### src/rtl/xbar_pkg.sv
package xbar_pkg;
  // Step an index forward by one, wrapping at n.
  function automatic int wrap_inc(input int v, input int n);
    return (v + 1 >= n) ? 0 : v + 1;
  endfunction
endpackage

### src/rtl/xbar_rr_arb.sv
module xbar_rr_arb #(
  parameter int N_PORTS = 4,
  localparam int IDX_W = $clog2(N_PORTS)
) (
  input  logic [N_PORTS-1:0] req,
  input  logic [IDX_W-1:0]   ptr,
  output logic               any,
  output logic [IDX_W-1:0]   win
);
  logic [IDX_W-1:0] cand;

  // Search upward from the pointer and wrap; the first requester wins.
  always_comb begin
    any  = 1'b0;
    win  = '0;
    cand = '0;
    for (int k = 0; k < N_PORTS; k++) begin
      cand = IDX_W'((int'(ptr) + k) % N_PORTS);
      if (!any && req[cand]) begin
        any = 1'b1;
        win = cand;
      end
    end
  end
endmodule

### src/rtl/xbar_drive.sv
module xbar_drive #(
  parameter int N_PORTS = 4,
  localparam int IDX_W = $clog2(N_PORTS)
) (
  input  logic                     clk,
  input  logic                     rst,
  input  logic                     busy_d,
  input  logic [IDX_W-1:0]         src_d,
  input  logic [IDX_W-1:0]         dst_d,
  output logic [N_PORTS-1:0]       out_en,
  output logic [N_PORTS*IDX_W-1:0] out_sel,
  output logic                     bend
);
  // Each output lane is registered straight from the next connection state,
  // so its enable lines up with the active flag.
  for (genvar o = 0; o < N_PORTS; o++) begin : g_lane
    logic hit;
    assign hit = busy_d && (dst_d == IDX_W'(o));
    always_ff @(posedge clk) begin
      if (rst) begin
        out_en[o]                 <= 1'b0;
        out_sel[o*IDX_W +: IDX_W] <= '0;
      end else begin
        out_en[o]                 <= hit;
        out_sel[o*IDX_W +: IDX_W] <= hit ? src_d : '0;
      end
    end
  end

  always_ff @(posedge clk) begin
    if (rst) bend <= 1'b0;
    else     bend <= busy_d && (src_d != dst_d);
  end
endmodule

### src/rtl/xbar_path_ctrl.sv
module xbar_path_ctrl #(
  parameter int N_PORTS = 4,
  localparam int IDX_W = $clog2(N_PORTS)
) (
  input  logic                     clk,
  input  logic                     rst,
  input  logic [N_PORTS-1:0]       setup_req,
  input  logic [N_PORTS*IDX_W-1:0] setup_dst,
  input  logic [N_PORTS-1:0]       teardown_req,
  output logic [N_PORTS-1:0]       grant,
  output logic [N_PORTS-1:0]       reject,
  output logic                     active,
  output logic [IDX_W-1:0]         cur_src,
  output logic [IDX_W-1:0]         cur_dst,
  output logic [N_PORTS-1:0]       out_en,
  output logic [N_PORTS*IDX_W-1:0] out_sel,
  output logic                     bend
);
  import xbar_pkg::*;

  logic                 busy_q, busy_d;
  logic [IDX_W-1:0]     src_q, src_d, dst_q, dst_d, ptr_q, ptr_d;
  logic [N_PORTS-1:0]   gnt_d, rej_d;
  logic                 arb_any;
  logic [IDX_W-1:0]     arb_win;

  xbar_rr_arb #(.N_PORTS(N_PORTS)) i_arb (
    .req (setup_req),
    .ptr (ptr_q),
    .any (arb_any),
    .win (arb_win)
  );

  always_comb begin
    busy_d = busy_q;
    src_d  = src_q;
    dst_d  = dst_q;
    ptr_d  = ptr_q;
    gnt_d  = '0;
    rej_d  = '0;
    if (busy_q) begin
      // Blocking element: every setup request fails while a route is open.
      rej_d = setup_req;
      if (teardown_req[src_q]) begin
        busy_d = 1'b0;
        src_d  = '0;
        dst_d  = '0;
      end
    end else if (arb_any) begin
      gnt_d[arb_win] = 1'b1;
      rej_d          = setup_req & ~gnt_d;
      busy_d         = 1'b1;
      src_d          = arb_win;
      dst_d          = setup_dst[int'(arb_win)*IDX_W +: IDX_W];
      ptr_d          = IDX_W'(wrap_inc(int'(arb_win), N_PORTS));
    end
  end

  always_ff @(posedge clk) begin
    if (rst) begin
      busy_q <= 1'b0;
      src_q  <= '0;
      dst_q  <= '0;
      ptr_q  <= '0;
      grant  <= '0;
      reject <= '0;
    end else begin
      busy_q <= busy_d;
      src_q  <= src_d;
      dst_q  <= dst_d;
      ptr_q  <= ptr_d;
      grant  <= gnt_d;
      reject <= rej_d;
    end
  end

  assign active  = busy_q;
  assign cur_src = src_q;
  assign cur_dst = dst_q;

  xbar_drive #(.N_PORTS(N_PORTS)) i_drive (
    .clk     (clk),
    .rst     (rst),
    .busy_d  (busy_d),
    .src_d   (src_d),
    .dst_d   (dst_d),
    .out_en  (out_en),
    .out_sel (out_sel),
    .bend    (bend)
  );
endmodule

### config.mk
export PLATFORM = sky130hd
export DESIGN_NAME = xbar_path_ctrl
export DESIGN_NICKNAME = d
export VERILOG_FILES = /design/src/rtl/xbar_pkg.sv /design/src/rtl/xbar_rr_arb.sv /design/src/rtl/xbar_drive.sv /design/src/rtl/xbar_path_ctrl.sv
export SDC_FILE = /design/constraint.sdc
export NUM_CORES = 1
export LEC_CHECK = 0
export CAP_MARGIN = 30
export CORE_UTILIZATION = 40
export CTS_BUF_LIST = sky130_fd_sc_hd__clkbuf_4
export CTS_CLUSTER_DIAMETER = 50
export CTS_CLUSTER_SIZE = 24
export DETAILED_ROUTE_END_ITERATION = 8
export PLACE_DENSITY = 0.8
export SLEW_MARGIN = 20
export SYNTH_ARGS = -nofsm -noshare
export SYNTH_HDL_FRONTEND = slang
export SYNTH_SLANG_ARGS = --single-unit
### constraint.sdc
create_clock -name clk -period 2.5 [get_ports clk]
set_clock_uncertainty 0.05 [all_clocks]
set_input_delay 0.5 -clock clk [delete_from_list [all_inputs] [get_ports clk]]
set_output_delay 0.5 -clock clk [all_outputs]
set_load 0.005 [all_outputs]
==> flow_summary.yaml <==
synthesis:
  seq_area_frac_synth_pct: 51.9
  yosys_most_used_dff: "dfxtp_1"
  synthCells: 109
  synth.most_common_cell: "dfxtp_1"
  synthArstFlopShare_pct: 0
  synthTopCellsByArea: "dfxtp_1 (52%), nor2_1 (5.9%), ha_1 (4.6%)"
  ys_ff_latch: 28
  syn-num-nets: 131
  synthesis.area_um2: 1080
  yosysWarnings: 0
  netlist.area_leader.share_pct: 51.9
  synth.distinct_cells: 26
  syn_area_per_cell_um2: 9.92
  synth_edf_count: 0
  synth.largest_area_cell: "dfxtp_1"
  synthTopCellsByCount: "dfxtp_1 (28), nor2_1 (17), inv_1 (12), nand2_1 (7), a21oi_1 (6)"
flow_run:
  timing.max_cap.violations: 0
worst_setup_path:
  crit_path_end_kind: "register"
  path_depth: 8
  slowest_stage: "clkdlybuf4s50_1"
  crit_arrival_ps: 2550
  crit_buf_inv: 1
  crit_family: "compound AO/OA/AOI/OAI gates"
  reg2reg_depth: 6
  r2r_start: "cur_src[0]$_SDFF_PP0_"
  reg2reg_slack_ps: 450
  path_class: "input pin to register"
  crit_path_max_fanout: 5
  worstSetupEndpoint: "i_drive.out_sel[7]$_SDFF_PP0_"
  reg2reg_to: "i_drive.out_sel[7]$_SDFF_PP0_"
  cp_cell_sequence: "clkdlybuf4s50_1 -> nor2b_1 -> a21boi_4 -> o31ai_4 -> mux2i_1 -> o221a_2 -> or3b_4 -> nor2_1"
  crit_start: "setup_req[2]"
  critPathRequiredTime_ps: 2730
  worstSetupStartpointType: "input pin"
  max_stage_delay_ps: 470
clocking:
  postCtsSetupBuffers: 0
  cts_num_sinks: 28
  clockBufferDepth: 2
  cts_tree: "built"
  clockRootBuffer: "clkbuf_4"
  cts_buffers: 3
  clk_pin_slew_ps: 150
  ctsResizeCount: 0
  h-tree-depth: 1
  cts_hold_buf: 0
  clk_latency_ps: 320
placed_design:
  gp_congestion: 0.866
  dp_hpwl_um: 2000
  portBuffers: 43
  post-place-ws_ps: -172
sta:
  whs_ps: 477
  setup_viol: 0
  slew_violations: 0
  setup_tns_ps: 0
  hold_viol: 0
  relSlewSlack_pct: 76.3
  worst_slack_ps: 173
  period_minus_slack_ps: 2330
  fmax_mhz: 430
  grt_setup_unrepaired: "no"
  fin_crit_sh_pct: 93.1
  worst_pin_slew_ps: 356
grt:
  grt_pass1_wl_um: 4200
  grt_max_degree: 17
  antenna_found_initial: 0
  grt_pass1_vias: 1058
  overflow: 0
  grt_usage_pct: 20.0
floorplanning:
  ios: 44
  die_h_um: 54.0
  rows: 18
  fp.coreArea_um2: 2520
  start_util_pct: 42.9
  die_x_um: 54.0
  die-area_um2: 2910
route:
  first_iter_violations: 8
  via_count: 966
  ant_nets: 0
  drc: 0
  wl_per_cell_um: 12.6
  drtPass1Iterations: 4
  via_per_inst: 4.83
  routed_wl_um: 2520
layout:
  syn_to_final_growth_pct: 58.2
  multi_input_area_um2: 472
  seq_area_um2: 561
  layout.nets: 193
  final_layout_size_suffix_gt1_share_pct: 15.3
  final_util_pct: 67.8
  diodes: 0
  fillers: 208
pwr:
  p_per_area_nw_per_um2: 679
  leakage_nw: 0.745
  switchingPower_mw: 0.303
  p_comb_share_pct: 30.5
  seqPwrFrac_pct: 44.2
  max-vdd-ir-drop_uv: 543
  p_total_mw: 1.16
  sw_frac_of_total_pct: 26.1
  p_int_mw: 0.859
  pwr-share-clk_pct: 25.3
hold_path:
  hp-class: "register to register"
outcome:
  run_status: "completed"
power groups by stage:
stage	Clock (mW)	Combinational [mW]	Sequential (mW)
global route	0.318	0.388	0.519
finish	0.293	0.355	0.514
detailed placement	0	0.351	0.524
global placement	0	0.342	0.522
floorplan	0	0.155	0.525
CTS	0.299	0.356	0.514
cell usage in the layout (no fill, tap or decap):
cell type / netlist / routed
clkdlybuf4s50_1: 0 / 43
dfxtp_1: 28 / 28
nor2_1: 17 / 17
buf_4: 0 / 15
inv_1: 12 / 12
nand2_1: 7 / 7
a21oi_1: 6 / 6
mux2i_1: 4 / 4
and2_1: 4 / 4
a211oi_1: 4 / 4
ha_1: 4 / 4
clkbuf_4: 0 / 3
nor2b_1: 2 / 2
o21ai_0: 2 / 2
nand2b_1: 2 / 2
o221a_2: 2 / 2
nand3b_1: 2 / 2
xnor2_1: 2 / 2
nor2b_2: 1 / 1
o221ai_1: 1 / 1
a21boi_4: 1 / 1
o31ai_4: 1 / 1
mux4_2: 1 / 1
or3b_4: 1 / 1
nor3_1: 1 / 1
nand3_1: 1 / 1
a22oi_1: 1 / 1
a21boi_0: 1 / 1
bufinv_16: 0 / 1
routing by layer:
layer | track usage [%] | share of wire (%) | wire [um] | vias to the layer above
met5 | 0 | 0 | 0 | -
met4 | 5.56 | 0.60 | 15 | 0
met3 | 4.80 | 4.0 | 100 | 2
met2 | 38.3 | 54 | 1360 | 28
met1 | 21.3 | 41 | 1040 | 449
li1 | - | - | - | 487
layout make-up:
cell class                      instances  share of cell area, %
Tap cell                               30                   2.19
Sequential cell                        28                   32.8
Clock inverter                          1                   1.76
Clock buffer                            3                   1.32
Multi-Input combinational cell         68                   27.6
Timing Repair Buffer                   58                   31.7
Inverter                               12                   2.63
logic make-up after synthesis:
| logic type | after synthesis | synth area share [%] |
|---|---|---|
| adders and majority gates | 4 | 4.63 |
| DFF | 28 | 51.9 |
| xor gates and xnor gates | 2 | 1.62 |
| muxes | 5 | 5.79 |
| buffers and inverters | 13 | 4.51 |
| AOI/OAI and AO/OA | 19 | 14.5 |
| and+or+nand+nor | 38 | 17.1 |
worst min path at each step:
stage / from / end / slack, ps / cells after the start
after floorplan: ptr_q[1]$_SDFFE_PP0P_ / ptr_q[1]$_SDFFE_PP0P_ / 430 / 2
after global placement: ptr_q[1]$_SDFFE_PP0P_ / ptr_q[1]$_SDFFE_PP0P_ / 450 / 2
after detailed placement: ptr_q[1]$_SDFFE_PP0P_ / ptr_q[1]$_SDFFE_PP0P_ / 460 / 2
after CTS: ptr_q[1]$_SDFFE_PP0P_ / ptr_q[1]$_SDFFE_PP0P_ / 480 / 2
after global routing: ptr_q[1]$_SDFFE_PP0P_ / ptr_q[1]$_SDFFE_PP0P_ / 500 / 2
final: ptr_q[1]$_SDFFE_PP0P_ / ptr_q[1]$_SDFFE_PP0P_ / 480 / 2
tightest hold or removal path: stages, from the launching register on:
cell and delay [ps]:
dfxtp_1 370, nand2_1 70, a21oi_1 60
through the flow:
step	std cells	instance area, um2
floorplan	109	1080
global placement	196	1660
detailed placement	196	1660
CTS	200	1710
global route	200	1710
finish	200	1710
registers in the layout, summed over array words and instances (netlist names), 2 cells and up:
name,count
i_drive.out_sel,8
cur_src,2
grant,4
cur_dst,2
reject,4
i_drive.out_en,4
ptr_q,2
Power figures use the tool's default switching activity.
